$ cat src/rtl/amclk_pkg.sv
package amclk_pkg;
  localparam int AMC_CODE_W = 3;

  typedef struct packed {
    logic                  base384;
    logic [AMC_CODE_W-1:0] code;
    logic                  wide;
  } amc_cfg_t;
endpackage

$ cat src/rtl/amclk_cfg_hold.sv
module amclk_cfg_hold
  import amclk_pkg::*;
#(
  parameter int MAX_CODE_512 = 4,
  parameter int MAX_CODE_384 = 3
) (
  input  logic                  clk,
  input  logic                  rst_n,
  input  logic                  load,
  input  amc_cfg_t              cfg_in,
  output amc_cfg_t              cfg_q,
  output logic [AMC_CODE_W-1:0] eff_code
);
  localparam logic [AMC_CODE_W-1:0] LIM_512 = AMC_CODE_W'(MAX_CODE_512);
  localparam logic [AMC_CODE_W-1:0] LIM_384 = AMC_CODE_W'(MAX_CODE_384);

  always_ff @(posedge clk or negedge rst_n) begin
    if (!rst_n)    cfg_q <= '0;
    else if (load) cfg_q <= cfg_in;
  end

  // Codes beyond the top ratio of the selected base fall back to code 0
  always_comb begin
    if (cfg_q.code > (cfg_q.base384 ? LIM_384 : LIM_512)) eff_code = '0;
    else                                                   eff_code = cfg_q.code;
  end
endmodule

$ cat src/rtl/amclk_frame_ctr.sv
module amclk_frame_ctr #(
  parameter int FRAME_512 = 1024,
  parameter int FRAME_384 = 768,
  parameter int POS_W     = $clog2(FRAME_512)
) (
  input  logic             clk,
  input  logic             rst_n,
  input  logic             run,
  input  logic             base384,
  output logic             on_q,
  output logic [POS_W-1:0] pos,
  output logic             wrap,
  output logic             slot_start
);
  localparam logic [POS_W-1:0] LAST_512 = POS_W'(FRAME_512 - 1);
  localparam logic [POS_W-1:0] LAST_384 = POS_W'(FRAME_384 - 1);
  localparam logic [POS_W-1:0] HALF_512 = POS_W'(FRAME_512 / 2);
  localparam logic [POS_W-1:0] HALF_384 = POS_W'(FRAME_384 / 2);

  logic [POS_W-1:0] last_pos;
  logic [POS_W-1:0] half_pos;

  assign last_pos = base384 ? LAST_384 : LAST_512;
  assign half_pos = base384 ? HALF_384 : HALF_512;

  always_ff @(posedge clk or negedge rst_n) begin
    if (!rst_n) begin
      on_q <= 1'b0;
      pos  <= '0;
    end else begin
      on_q <= run;
      if (!run || !on_q)        pos <= '0;
      else if (pos == last_pos) pos <= '0;
      else                      pos <= pos + 1'b1;
    end
  end

  assign wrap       = on_q && (pos == last_pos);
  assign slot_start = on_q && ((pos == '0) || (pos == half_pos));
endmodule

$ cat src/rtl/amclk_bit_tick.sv
module amclk_bit_tick #(
  parameter int FRAME_512    = 1024,
  parameter int FRAME_384    = 768,
  parameter int SLOTS_NARROW = 64,
  parameter int SLOTS_WIDE   = 96,
  parameter int POS_W        = $clog2(FRAME_512)
) (
  input  logic clk,
  input  logic rst_n,
  input  logic on,
  input  logic clear,
  input  logic base384,
  input  logic wide,
  output logic tick
);
  localparam int AW = POS_W + 1;

  logic [AW-1:0]    frame_len;
  logic [AW-1:0]    step;
  logic [AW-1:0]    sum;
  logic [AW-1:0]    nxt;
  logic [POS_W-1:0] acc;

  assign frame_len = base384 ? AW'(FRAME_384)  : AW'(FRAME_512);
  assign step      = wide    ? AW'(SLOTS_WIDE) : AW'(SLOTS_NARROW);
  assign sum       = {1'b0, acc} + step;
  assign nxt       = (sum >= frame_len) ? (sum - frame_len) : sum;

  // acc holds (position * step) mod frame length
  always_ff @(posedge clk or negedge rst_n) begin
    if (!rst_n)     acc <= '0;
    else if (clear) acc <= '0;
    else            acc <= nxt[POS_W-1:0];
  end

  assign tick = on && ({1'b0, acc} < step);
endmodule

$ cat src/rtl/amclk_edge_sync.sv
module amclk_edge_sync #(
  parameter int STAGES = 2
) (
  input  logic clk,
  input  logic rst_n,
  input  logic pin,
  output logic rise,
  output logic fall
);
  logic [STAGES:0] sh;

  always_ff @(posedge clk or negedge rst_n) begin
    if (!rst_n) sh <= '0;
    else        sh <= {sh[STAGES-1:0], pin};
  end

  assign rise =  sh[STAGES-1] & ~sh[STAGES];
  assign fall = ~sh[STAGES-1] &  sh[STAGES];
endmodule

$ cat src/rtl/audio_mclk_gen.sv
module audio_mclk_gen
  import amclk_pkg::*;
#(
  parameter int FRAME_512    = 1024,
  parameter int FRAME_384    = 768,
  parameter int SLOTS_NARROW = 64,
  parameter int SLOTS_WIDE   = 96,
  parameter int MAX_CODE_512 = 4,
  parameter int MAX_CODE_384 = 3,
  parameter int SYNC_STAGES  = 2
) (
  input  logic                  clk,
  input  logic                  rst_n,
  input  logic                  run,
  input  logic                  base384,
  input  logic [AMC_CODE_W-1:0] mult_code,
  input  logic                  wide_slot,
  input  logic                  slave,
  input  logic                  ext_bclk,
  input  logic                  ext_lrclk,
  output logic                  mclk,
  output logic                  bclk_tick,
  output logic                  lr_tick
);
  localparam int POS_W = $clog2(FRAME_512);
  localparam int NPIN  = 2;

  amc_cfg_t              cfg_in;
  amc_cfg_t              cfg_q;
  logic [AMC_CODE_W-1:0] eff_code;
  logic                  on_q;
  logic [POS_W-1:0]      pos;
  logic                  wrap;
  logic                  slot_start;
  logic                  int_tick;
  logic [NPIN-1:0]       pins;
  logic [NPIN-1:0]       pin_rise;
  logic [NPIN-1:0]       pin_fall;

  assign cfg_in = '{base384: base384, code: mult_code, wide: wide_slot};

  // settings load while idle and at the last position of every frame
  amclk_cfg_hold #(
    .MAX_CODE_512(MAX_CODE_512),
    .MAX_CODE_384(MAX_CODE_384)
  ) u_cfg (
    .clk     (clk),
    .rst_n   (rst_n),
    .load    (!on_q || wrap),
    .cfg_in  (cfg_in),
    .cfg_q   (cfg_q),
    .eff_code(eff_code)
  );

  amclk_frame_ctr #(
    .FRAME_512(FRAME_512),
    .FRAME_384(FRAME_384),
    .POS_W    (POS_W)
  ) u_frame (
    .clk       (clk),
    .rst_n     (rst_n),
    .run       (run),
    .base384   (cfg_q.base384),
    .on_q      (on_q),
    .pos       (pos),
    .wrap      (wrap),
    .slot_start(slot_start)
  );

  amclk_bit_tick #(
    .FRAME_512   (FRAME_512),
    .FRAME_384   (FRAME_384),
    .SLOTS_NARROW(SLOTS_NARROW),
    .SLOTS_WIDE  (SLOTS_WIDE),
    .POS_W       (POS_W)
  ) u_btick (
    .clk    (clk),
    .rst_n  (rst_n),
    .on     (on_q),
    .clear  (!on_q || wrap),
    .base384(cfg_q.base384),
    .wide   (cfg_q.wide),
    .tick   (int_tick)
  );

  assign pins = {ext_lrclk, ext_bclk};

  for (genvar g = 0; g < NPIN; g++) begin : g_pin
    amclk_edge_sync #(.STAGES(SYNC_STAGES)) u_sync (
      .clk  (clk),
      .rst_n(rst_n),
      .pin  (pins[g]),
      .rise (pin_rise[g]),
      .fall (pin_fall[g])
    );
  end

  // The select only moves at position 0, where every candidate bit is low
  assign mclk      = on_q && pos[eff_code];
  assign bclk_tick = on_q && (slave ? pin_rise[0] : int_tick);
  assign lr_tick   = on_q && (slave ? (pin_rise[1] | pin_fall[1]) : slot_start);
endmodule

$ cat config.mk
export PLATFORM = sky130hd
export DESIGN_NAME = audio_mclk_gen
export DESIGN_NICKNAME = d
export VERILOG_FILES = /design/src/rtl/amclk_pkg.sv /design/src/rtl/amclk_cfg_hold.sv /design/src/rtl/amclk_frame_ctr.sv /design/src/rtl/amclk_bit_tick.sv /design/src/rtl/amclk_edge_sync.sv /design/src/rtl/audio_mclk_gen.sv
export SDC_FILE = /design/constraint.sdc
export NUM_CORES = 1
export LEC_CHECK = 0
export CAP_MARGIN = 10
export CORE_MARGIN = 1.5
export CORE_UTILIZATION = 37
export CTS_CLUSTER_SIZE = 30
export DETAILED_ROUTE_END_ITERATION = 8
export PLACE_DENSITY = 0.67
export SYNTH_ARGS = -nofsm -noshare
export SYNTH_HDL_FRONTEND = slang
export SYNTH_SLANG_ARGS = --single-unit
$ cat constraint.sdc
create_clock -name clk -period 2.5 [get_ports clk]
set_input_delay 0.375 -clock clk [delete_from_list [all_inputs] [get_ports clk]]
set_output_delay 0.375 -clock clk [all_outputs]
set_load 0.005 [all_outputs]
# ---- Word level (Yosys, flattened, before mapping)
# Cells that the tools add are included.
dict set report classes {
  n_addsub 3
  order_cmp 4
  eq_ne 2
  mux 14
  n_bitwise 7
  reduce_logical 12
}
# cell count
set ops {}
lappend ops {{10-bit 2-to-1 mux} 5}
lappend ops {{10-bit == test} 2}
lappend ops {{10-bit by 7-bit adder with 11-bit output} 1}
lappend ops {{11-bit greater-or-equal comparator} 1}
lappend ops {{10-bit by 11-bit < comparator with 1-bit output} 1}
lappend ops {{11-bit 2-to-1 mux} 1}
lappend ops {{10-bit by 1-bit adder with 10-bit output (second input constant)} 1}
lappend ops {{10-bit logical NOT} 1}
lappend ops {{10-bit subtractor} 1}
lappend ops {{9-bit 2-to-1 mux} 1}
lappend ops {{1-bit logical AND} 6}
lappend ops {{3-bit 2-to-1 mux} 2}
lappend ops {{6-bit 2-to-1 mux} 1}
lappend ops {{3-bit by 5-bit < comparator with 1-bit output (second input constant)} 1}
lappend ops {{1-bit AND} 3}
lappend ops {{1-bit binary-select mux with 3-bit select} 1}
lappend ops {{3-bit > comparator} 1}
lappend ops {{1-bit logical OR} 3}
lappend ops {{1-bit 2-to-1 mux} 3}
lappend ops {{1-bit NOT} 3}
lappend ops {{1-bit logical NOT} 2}
lappend ops {{1-bit OR} 1}
dict set report totals {
  regBits 32
  inputBits 11
  output_inout_bits 3
  elab_cells 50
}

# ---- Logic depth before layout (Yosys ltp)
# Gate-level depths: netlist (run 1).
dict set report depth {
  ltp_word 6
  ltp_mapped 11
}

# ---- Cells and area by module
# A second synthesis (run 1) with hierarchy kept.
dict set report unflattened {
  hier_cells 147
  area_unflattened_um2 1531.5
}
# module instances cells_per_inst area_each_um2 seq_area_each_um2
set modules_own_cells {}
lappend modules_own_cells {amclk_frame_ctr 1 61 601.8 275.3}
lappend modules_own_cells {amclk_bit_tick 1 38 371.6 125.1}
lappend modules_own_cells {amclk_cfg_hold 1 25 270.3 125.1}
lappend modules_own_cells {amclk_edge_sync 2 5 90.1 75.1}
lappend modules_own_cells {audio_mclk_gen 1 13 107.6 0.0}

# ---- Worst setup path before layout (run 1)
# Ideal clock, no wire load.
dict set report synth_timing {
  kind {register to register}
  startpoint {register u_cfg.cfg_q[0] (netlist name)}
  endpoint {register u_btick.acc[9]}
  setup_ns 0.119
  arrival_ns 1.995
  required_time_ns 2.381
  slack_ns 0.387
  path_stages_with_launch 12
  cell_sequence {dfrtp_1 > ha_1 > inv_1 > ha_1 > nor2_1 > xor2_1 > ha_1 > nand4_1 > o221ai_1 > a21oi_1 > mux2i_1 > nor2_1}
}
dict set report synth_between {
  elab_chain_cells 5
  word_cells_on_any_way 6
}
# element line_no
set synth_rtl {}
lappend synth_rtl {{6-bit 2-to-1 mux (*)} amclk_bit_tick.sv:25} ;# assign step = wide ? AW'(SLOTS_WIDE) : AW'(SLOTS_NARROW);
lappend synth_rtl {{10-bit by 7-bit adder with 11-bit output (*)} amclk_bit_tick.sv:26} ;# assign sum = {1'b0, acc} + step;
lappend synth_rtl {{10-bit subtractor or 11-bit greater-or-equal comparator (tied branches)} amclk_bit_tick.sv:27} ;# assign nxt = (sum >= frame_len) ? (sum - frame_len) : sum;
lappend synth_rtl {{10-bit 2-to-1 mux (*)} amclk_bit_tick.sv:27}
lappend synth_rtl {{10-bit 2-to-1 mux (*)} amclk_bit_tick.sv:32} ;# else if (clear) acc <= '0;
lappend synth_rtl {{to (signal assigned)} amclk_bit_tick.sv:33} ;# else acc <= nxt[POS_W-1:0];
lappend synth_rtl {{to (decl)} amclk_bit_tick.sv:22} ;# logic [POS_W-1:0] acc;
# Mark *: on every way between the ends. The rest lies on a longest branch, timed or not.
# A chain may end at the register's enable or synchronous reset.

# ---- Worst setup path in the final report (run 1)
dict set report layout_timing {
  startpoint {register u_frame.pos[0]}
  endpoint {output port lr_tick}
}
dict set report layout_between {
  elab_chain_cells 5
  word_cells_on_any_way 6
}
# element line_no
set layout_rtl {}
lappend layout_rtl {{from (decl)} amclk_frame_ctr.sv:11} ;# output logic [POS_W-1:0] pos,
lappend layout_rtl {{from (signal assigned)} amclk_frame_ctr.sv:34} ;# else pos <= pos + 1'b1;
lappend layout_rtl {{10-bit == test or 10-bit logical NOT (tied branches)} amclk_frame_ctr.sv:39} ;# assign slot_start = on_q && ((pos == '0) || (pos == half_pos));
lappend layout_rtl {{1-bit logical OR (*)} amclk_frame_ctr.sv:39}
lappend layout_rtl {{1-bit logical AND (*)} amclk_frame_ctr.sv:39}
lappend layout_rtl {{1-bit 2-to-1 mux (*)} audio_mclk_gen.sv:101} ;# assign lr_tick = on_q && (slave ? (pin_rise[1] | pin_fall[1]) : slot_start);
lappend layout_rtl {{1-bit logical AND (*)} audio_mclk_gen.sv:101}
lappend layout_rtl {{to (decl)} audio_mclk_gen.sv:23} ;# output logic lr_tick
# Marks and branches as above.

==> PnR_summary.wiki, run 1 <==
{| class="wikitable"
! Metric !! Value
|-
| Outcome || completed
|-
| Finished Cell Area || 0.00171 mm2
|-
| Launching element type of the critical path || flop
|-
| Synthesized flop and latch total || 27
|-
| ANT cells || 0
|-
| Clock period minus final worst setup slack || 2370 ps
|-
| Worst-margin pin slew || roughly 390 ps
|-
| Number of instances in the synthesized netlist || 137
|-
| Fraction of final layout cells with drive strength greater than 1 || approximately 14%
|-
| Combinational group share of total power || between 20% and 30%
|-
| Input/output buffers || 13
|-
| Leakage power || around 0.74 nW
|-
| Area share of the leading cell type in the synthesized netlist || 47.0%
|-
| Worst hold path type || reg -> reg
|-
| Sinks on Clock Net || 27
|-
| Register share of total power || 51.1%
|-
| Async SR Flop Fraction || 100%
|-
| DP Wirelength || between 1.5 and 2 mm
|-
| Worst path max stage delay || 520 ps
|-
| Total Routing Usage GR || 14.2%
|-
| Antenna violations before repair || 0
|-
| Top-level I/O count || 14
|-
| Height of the die || about 65 um
|-
| Start-to-end type of the worst setup path || reg -> out
|-
| # rows || 22
|-
| Clk Tree Root Cell || sky130_fd_sc_hd__clkbuf_8
|-
| Worst-case clock buffer depth || 2
|-
| Total grt overflow || 0
|-
| CP max stage cell || sky130_fd_sc_hd__clkdlybuf4s50_1
|-
| Endpoint kind of the worst setup timing path || output port
|-
| Max_slew headroom || between 70% and 80%
|-
| Cts-stage hold buffer count || 0
|-
| Hold violation total from the final report || 0
|-
| Library cell occupying the most area in the post-synthesis netlist || sky130_fd_sc_hd__dfrtp_1
|-
| Top cells by area in the synthesized netlist || sky130_fd_sc_hd__dfrtp_1, sky130_fd_sc_hd__ha_1, sky130_fd_sc_hd__xor2_1
|-
| RD Place Congestion || 0.798
|-
| Max-capacitance violation count || 0
|-
| IR drop worst, VDD || roughly 360 uV
|-
| Arrival time at the worst endpoint || 2000 ps
|-
| Post-layout worst setup margin || 128 ps
|-
| Dominant register cell in the synthesized netlist || sky130_fd_sc_hd__dfrtp_1
|-
| Clock slew seen by the registers of the worst setup and hold paths || 90 ps
|-
| Drt pass-1 iters || 4
|-
| Distinct cell type count of the synthesized netlist || 30
|-
| Overall die width || 65.3 um
|-
| Cell-by-cell listing of the critical path || inv_1 -> ha_1 -> nor4b_1 -> nand4_1 -> a21oi_2 -> clkdlybuf4s50_1
|-
| Mean number of vias per cell || around 5
|-
| Number of nets in the layout || 180
|-
| Via count of the first global-routing pass || 1037
|-
| Most frequent cells after synthesis || sky130_fd_sc_hd__dfrtp_1, sky130_fd_sc_hd__nor2_1, sky130_fd_sc_hd__inv_1, sky130_fd_sc_hd__nand2_1, sky130_fd_sc_hd__ha_1
|-
| Critical Path Fanout Max || 6
|-
| Net switching component of the power || approximately 280 uW
|-
| Antenna Violating Nets Remaining || 0
|-
| Internal Pwr Total || 705 uW
|-
| WL final || between 2 and 3 mm
|-
| Finished Core Util || 46.3%
|-
| Most repeated cell in the gate-level netlist after synthesis || sky130_fd_sc_hd__dfrtp_1
|-
| Number of remaining DRC errors || 0
|-
| Sw frac || 28.7%
|-
| Starting DRT DRC Count || 25
|-
| Worst setup slack after placement || approximately 93 ps
|-
| Final period utilization || between 90% and 100%
|-
| Placeable core area || approximately 0.0037 mm2
|-
| Power per standard cell area || just under 600 mW/mm2
|-
| Netlist Area Pre-Place || 0.00144 mm2
|-
| Warnings from Yosys || 0
|-
| CTS buffer count || 3
|-
| Overall via count from detail_route || ~1000
|-
| Relative area change from synthesis to final layout || 18.7%
|-
| Clock latency reported for the late side of the worst-skew pair || approximately 270 ps
|-
| Synthesized area divided by synthesized cell count || between 10 and 15 um2
|-
| Number of flops mapped to enable cells by yosys || 0
|-
| Timing-limited maximum frequency || 0.422 GHz
|-
| Mean routed wirelength per cell || roughly 13 um
|-
| TritonCTS clock tree || built
|-
| Clock network power share || 25.2%
|-
| Synthesized Nets || around 160
|-
| Total die area || about 0.0043 mm2
|-
| Initial core utilization || 39.0%
|-
| Post-detailed-placement cell area || ~0.0016 mm2
|-
| Worst-case clock skew || approximately 2.1 ps
|-
| Sequential area share after synthesis || roughly 47%
|-
| Pin count of the biggest net entering global routing || 28
|-
| Slew Limit Fails || 0
|-
| Number of failing setup endpoints in the final timing report || 0
|-
| First-pass GRT wire length || around 4.7 mm
|-
| Required time of the worst setup path || ~2100 ps
|-
| Maximum level of the CTS H-tree || 1
|}
==> layout by cell type (no fill, tap or decap), types with 2 or more instances in the layout <==
master	count
sky130_fd_sc_hd__dfrtp_1	25
sky130_fd_sc_hd__nor2_1	15
sky130_fd_sc_hd__inv_1	12
sky130_fd_sc_hd__nand2_1	12
sky130_fd_sc_hd__clkdlybuf4s50_1	12
sky130_fd_sc_hd__ha_1	11
sky130_fd_sc_hd__xor2_1	8
sky130_fd_sc_hd__nand3_1	6
sky130_fd_sc_hd__xnor2_1	6
sky130_fd_sc_hd__o21ai_0	5
sky130_fd_sc_hd__a21oi_1	4
sky130_fd_sc_hd__buf_4	4
sky130_fd_sc_hd__nor2b_1	3
sky130_fd_sc_hd__mux2_2	3
sky130_fd_sc_hd__nor3_1	3
sky130_fd_sc_hd__clkbuf_8	3
sky130_fd_sc_hd__nand4_1	2
sky130_fd_sc_hd__a21oi_2	2
sky130_fd_sc_hd__dfrtp_2	2
==> power by group through the flow <==
| stage | clock network, mW | logic [mW] | registers [mW] |
|---|---|---|---|
| floorplan | 0 | 0.151 | 0.506 |
| global placement | 0 | 0.211 | 0.512 |
| detailed placement | 0 | 0.221 | 0.513 |
| CTS | 0.264 | 0.221 | 0.506 |
| global route | 0.282 | 0.265 | 0.512 |
| finish | 0.250 | 0.234 | 0.506 |
==> timing repair <==
item,CTS,global route
setup endpoints to repair,1,4
resized for setup,1,6
setup buffers,0,2
pin swaps,1,4
==> cell families (layout without fill, tap and decap cells) <==
logic type	Yosys count	after routing	synth area share (%)
AOI/OAI and AO/OA	19	19	8.88
xor gates and xnor gates	14	14	8.53
adders and majority gates	11	11	9.57
buffers and inverters	13	33	3.92
DFF	27	27	47.0
muxes	6	6	5.66
and+or+nand+nor	47	47	16.4
==> area by class of cell <==
type	instances	area, um2
Clock buffer	3	41.3
Clock inverter	1	7.51
Sequential cell	27	678
Inverter	12	45.0
Fill cell	373	1980
Tap cell	48	60.1
Timing Repair Buffer	17	159
Multi-Input combinational cell	97	716
==> metrics by stage <==
| stage | setup TNS (ps) | hold slack [ps] | total power, mW | std cells |
|---|---|---|---|---|
| after floorplan | 0 | 79.4 | 0.657 | 137 |
| after global placement | 0 | 335 | 0.722 | 199 |
| after detailed placement | 0 | 338 | 0.734 | 199 |
| after CTS | 0 | 361 | 0.991 | 203 |
| after global routing | -16.7 | 375 | 1.06 | 205 |
| final | 0 | 357 | 0.989 | 205 |
==> final timing paths <==
check / from / to / slack (ps) / depth (start not counted)
setup / recovery: u_frame.pos[0] / lr_tick / 130 / 6
max in group asynchronous: rst_n / u_cfg.cfg_q[1] / 1760 / 2
hold reg to reg: g_pin[1].u_sync.sh[0] / g_pin[1].u_sync.sh[1] / 360 / 0
setup reg to reg: u_cfg.cfg_q[0] / u_btick.acc[9] / 200 / 11
min in group asynchronous: rst_n / u_frame.pos[2] / 460 / 2
hold / removal: g_pin[1].u_sync.sh[0] / g_pin[1].u_sync.sh[1] / 360 / 0
==> sequential cells by signal (all words and copies together), names as in the netlist <==
signal / flops
u_frame.on_q: 1
u_btick.acc: 5
u_cfg.cfg_q: 5
u_frame.pos: 10
g_pin.u_sync.sh: 6
==> layer usage <==
metal / global-route usage, % / vias up / share of wire (%)
met5: 0 / - / 0
met4: 3.91 / 0 / 1.3
met3: 2.91 / 4 / 3.9
met2: 22.4 / 16 / 50
met1: 19.8 / 491 / 45
li1: - / 505 / -
==> worst max-delay path, delay by kind of cell (launching register included) <==
| family | cells | cell delay [ps] |
|---|---|---|
| AOI/OAI and AO/OA | 1 | 180 |
| adders and majority gates | 1 | 140 |
| buffers and inverters | 2 | 590 |
| and+or+nand+nor | 2 | 360 |
| DFF | 1 | 460 |
Power figures use the tool's default switching activity.
==> run 2, diff against run 1 <==
--- a/config.mk
+++ b/config.mk
@@ -5,6 +5,7 @@
 export SDC_FILE = /design/constraint.sdc
 export NUM_CORES = 1
 export LEC_CHECK = 0
+export ABC_CLOCK_PERIOD_IN_PS = 2500
 export CAP_MARGIN = 10
 export CORE_MARGIN = 1.5
 export CORE_UTILIZATION = 37
==> results of run 2 <==
The final DEF is identical to that of run 1; final timing and power are the same.
==> run 3, diff against run 2 <==
--- a/config.mk
+++ b/config.mk
@@ -12,6 +12,7 @@
 export CTS_CLUSTER_SIZE = 30
 export DETAILED_ROUTE_END_ITERATION = 8
 export PLACE_DENSITY = 0.67
+export SKIP_CTS_REPAIR_TIMING = 1
 export SYNTH_ARGS = -nofsm -noshare
 export SYNTH_HDL_FRONTEND = slang
 export SYNTH_SLANG_ARGS = --single-unit
==> PnR_summary.wiki, run 3 (synthesis gave the netlist of run 1 again) <==
{| class="wikitable"
! Metric !! Value
|-
| Top-level I/O count || 14 (unchanged)
|-
| Number of nets in the layout || 179 (was 180)
|-
| Register-to-Register Path Depth || 11 (unchanged)
|-
| Antenna Violating Nets Remaining || 0 (unchanged)
|-
| Mean number of vias per cell || 4.98 (was 4.96)
|-
| Mean routed wirelength per cell || 13.1 um (was 13.0 um)
|-
| IR drop worst, VDD || 359 uV (about the same)
|-
| TritonCTS clock tree || built (unchanged)
|-
| Clk Tree Root Cell || sky130_fd_sc_hd__clkbuf_8 (unchanged)
|-
| Via count of the first global-routing pass || 1037 (unchanged)
|-
| First-pass GRT wire length || 4.74 mm (unchanged)
|-
| CP max stage cell || sky130_fd_sc_hd__clkdlybuf4s50_1 (unchanged)
|-
| Input/output buffers || 13 (unchanged)
|-
| Max_slew headroom || 74.1% (was 74.2%)
|-
| Outcome || completed (unchanged)
|-
| Required time of the worst setup path || 2120 ps (about the same)
|-
| Relative area change from synthesis to final layout || 18.5% (was 18.7%)
|-
| Max-capacitance violation count || 0 (unchanged)
|-
| # rows || 22 (unchanged)
|-
| WL final || 2.67 mm (about the same)
|-
| Final period utilization || 94.8% (was 94.9%)
|-
| Height of the die || 65.3 um (unchanged)
|-
| Slew Limit Fails || 0 (unchanged)
|-
| Hold violation total from the final report || 0 (unchanged)
|-
| Total die area || 0.00427 mm2 (unchanged)
|-
| Number of remaining DRC errors || 0 (unchanged)
|-
| Final standard cell count with taps included and fillers excluded || 204 (was 205)
|-
| Reg-to-reg critical path startpoint || u_cfg.cfg_q[0] (unchanged)
|-
| Cell-by-cell listing of the critical path || inv_1 -> ha_1 -> nor4b_1 -> nand4_1 -> a21oi_2 -> clkdlybuf4s50_1 (unchanged)
|-
| Worst hold path type || reg -> reg (unchanged)
|-
| Worst-case clock skew || 2.41 ps (was 2.06 ps)
|-
| Maximum level of the CTS H-tree || 1 (unchanged)
|-
| Post-Place Cells || 199 (unchanged)
|-
| Multi-input combinational cell area || 716 um2 (unchanged)
|-
| Worst-case clock buffer depth || 2 (unchanged)
|-
| Pin count of the biggest net entering global routing || 28 (unchanged)
|-
| FF-to-FF End || u_btick.acc[9] (unchanged)
|-
| RD Place Congestion || 0.798 (unchanged)
|-
| Overall via count from detail_route || 1016 (unchanged)
|-
| Sinks on Clock Net || 27 (unchanged)
|-
| Clock slew seen by the registers of the worst setup and hold paths || 90 ps (about the same)
|-
| Timing-limited maximum frequency || 0.422 GHz (about the same)
|-
| Leakage power || 0.748 nW (was 0.740 nW)
|-
| Critical Path Fanout Max || 6 (unchanged)
|-
| Overall die width || 65.3 um (unchanged)
|-
| Clock latency reported for the late side of the worst-skew pair || 270 ps (about the same)
|-
| Number of failing setup endpoints in the final timing report || 0 (unchanged)
|-
| Endpoint kind of the worst setup timing path || output port (unchanged)
|-
| Worst-margin pin slew || 388 ps (was 387 ps)
|-
| Placeable core area || 0.00369 mm2 (unchanged)
|-
| Post-detailed-placement cell area || 0.00163 mm2 (unchanged)
|-
| Leading cell type in the layout, fill and taps excluded || sky130_fd_sc_hd__dfrtp_1 (unchanged)
|-
| Register with the highest flop count || u_frame.pos (unchanged)
|-
| Fill cell count || 370 (was 373)
|-
| ANT cells || 0 (unchanged)
|-
| Arrival time at the worst endpoint || 2000 ps (about the same)
|-
| Startpoint of the most critical hold path || g_pin[1].u_sync.sh[0] (unchanged)
|-
| CTS buffer count || 3 (unchanged)
|-
| Clock period minus final worst setup slack || 2370 ps (about the same)
|-
| Antenna violations before repair || 0 (unchanged)
|-
| Final sum of negative setup slack || 0 ps (unchanged)
|-
| DP Wirelength || 1.96 mm (unchanged)
|-
| Worst setup slack for register-to-register paths || 200 ps (about the same)
|-
| Number of buffers and inverters on the critical path || 2 (unchanged)
|-
| Start-to-end type of the worst setup path || reg -> out (unchanged)
|-
| End point of the most critical hold path || g_pin[1].u_sync.sh[1] (unchanged)
|-
| Largest delay share family, worst path || buffers and inverters (unchanged)
|-
| Drt pass-1 iters || 4 (unchanged)
|-
| Fraction of final layout cells with drive strength greater than 1 || 13.5% (was 14.0%)
|-
| Storage cell area || 678 um2 (unchanged)
|-
| Launching element type of the critical path || flop (unchanged)
|-
| Number of stages on the worst hold path || 0 (unchanged)
|-
| Finished Cell Area || 0.00170 mm2 (was 0.00171 mm2)
|-
| Initial core utilization || 39.0% (unchanged)
|-
| Total Routing Usage GR || 14.2% (unchanged)
|-
| Power per standard cell area || 579 mW/mm2 (was 580 mW/mm2)
|-
| Total grt overflow || 0 (unchanged)
|-
| Worst path max stage delay || 520 ps (about the same)
|-
| Most frequent cells in the layout || sky130_fd_sc_hd__dfrtp_1, sky130_fd_sc_hd__nor2_1, sky130_fd_sc_hd__inv_1, sky130_fd_sc_hd__nand2_1, sky130_fd_sc_hd__clkdlybuf4s50_1 (unchanged)
|-
| Starting DRT DRC Count || 24 (was 25)
|-
| Largest regs || u_frame.pos x10, g_pin.u_sync.sh x6 (unchanged)
|-
| Number of flip-flops in the largest register || 10 (unchanged)
|-
| Finished Core Util || 46.2% (was 46.3%)
|}
==> run 3: report_power, final <==
part | switching, mW | leakage [nW] | internal (mW) | total, mW
clock network | 0.137 | 0.0217 | 0.113 | 0.250
logic | 0.111 | 0.384 | 0.120 | 0.231
registers | 0.0358 | 0.342 | 0.470 | 0.506
==> run 3: area by class of cell <==
| cell class | instances | area share (%) |
|---|---|---|
| clock buffer | 3 | 2.42 |
| clock inverter | 1 | 0.441 |
| inverter | 12 | 2.65 |
| multi-input combinational | 97 | 42.0 |
| sequential | 27 | 39.8 |
| tap | 48 | 3.53 |
| timing repair buffer | 16 | 9.11 |
==> run 3: how the worst max path moves through the flow <==
| stage | to | cells after the start | start | slack, ps |
|---|---|---|---|---|
| global placement | lr_tick | 5 | slave | 170 |
| detailed placement | u_btick.acc[9] | 11 | u_cfg.cfg_q[0] | 90 |
| floorplan | u_btick.acc[9] | 11 | u_cfg.cfg_q[0] | 390 |
| CTS | mclk | 6 | u_cfg.cfg_q[2] | -190 |
| global route | u_btick.acc[9] | 11 | u_cfg.cfg_q[0] | -20 |
| finish | lr_tick | 6 | u_frame.pos[0] | 130 |
==> run 3: metrics by stage <==
stage / hold slack [ps] / total power [mW] / worst slack [ps]
2_1_floorplan: 79.4 / 0.657 / 387
3_3_place_gp: 335 / 0.722 / 174
3_5_place_dp: 338 / 0.734 / 93.4
4_1_cts: 361 / 0.991 / -185
5_1_grt: 375 / 1.06 / -16.7
6_report: 357 / 0.987 / 129
==> run 3: metal layers <==
metal | vias up | wire length, um | GRT usage (%)
li1 | 504 | - | -
met1 | 494 | 1210 | 19.8
met2 | 14 | 1340 | 22.4
met3 | 4 | 89 | 2.91
met4 | 0 | 33 | 3.91
met5 | - | 0 | 0
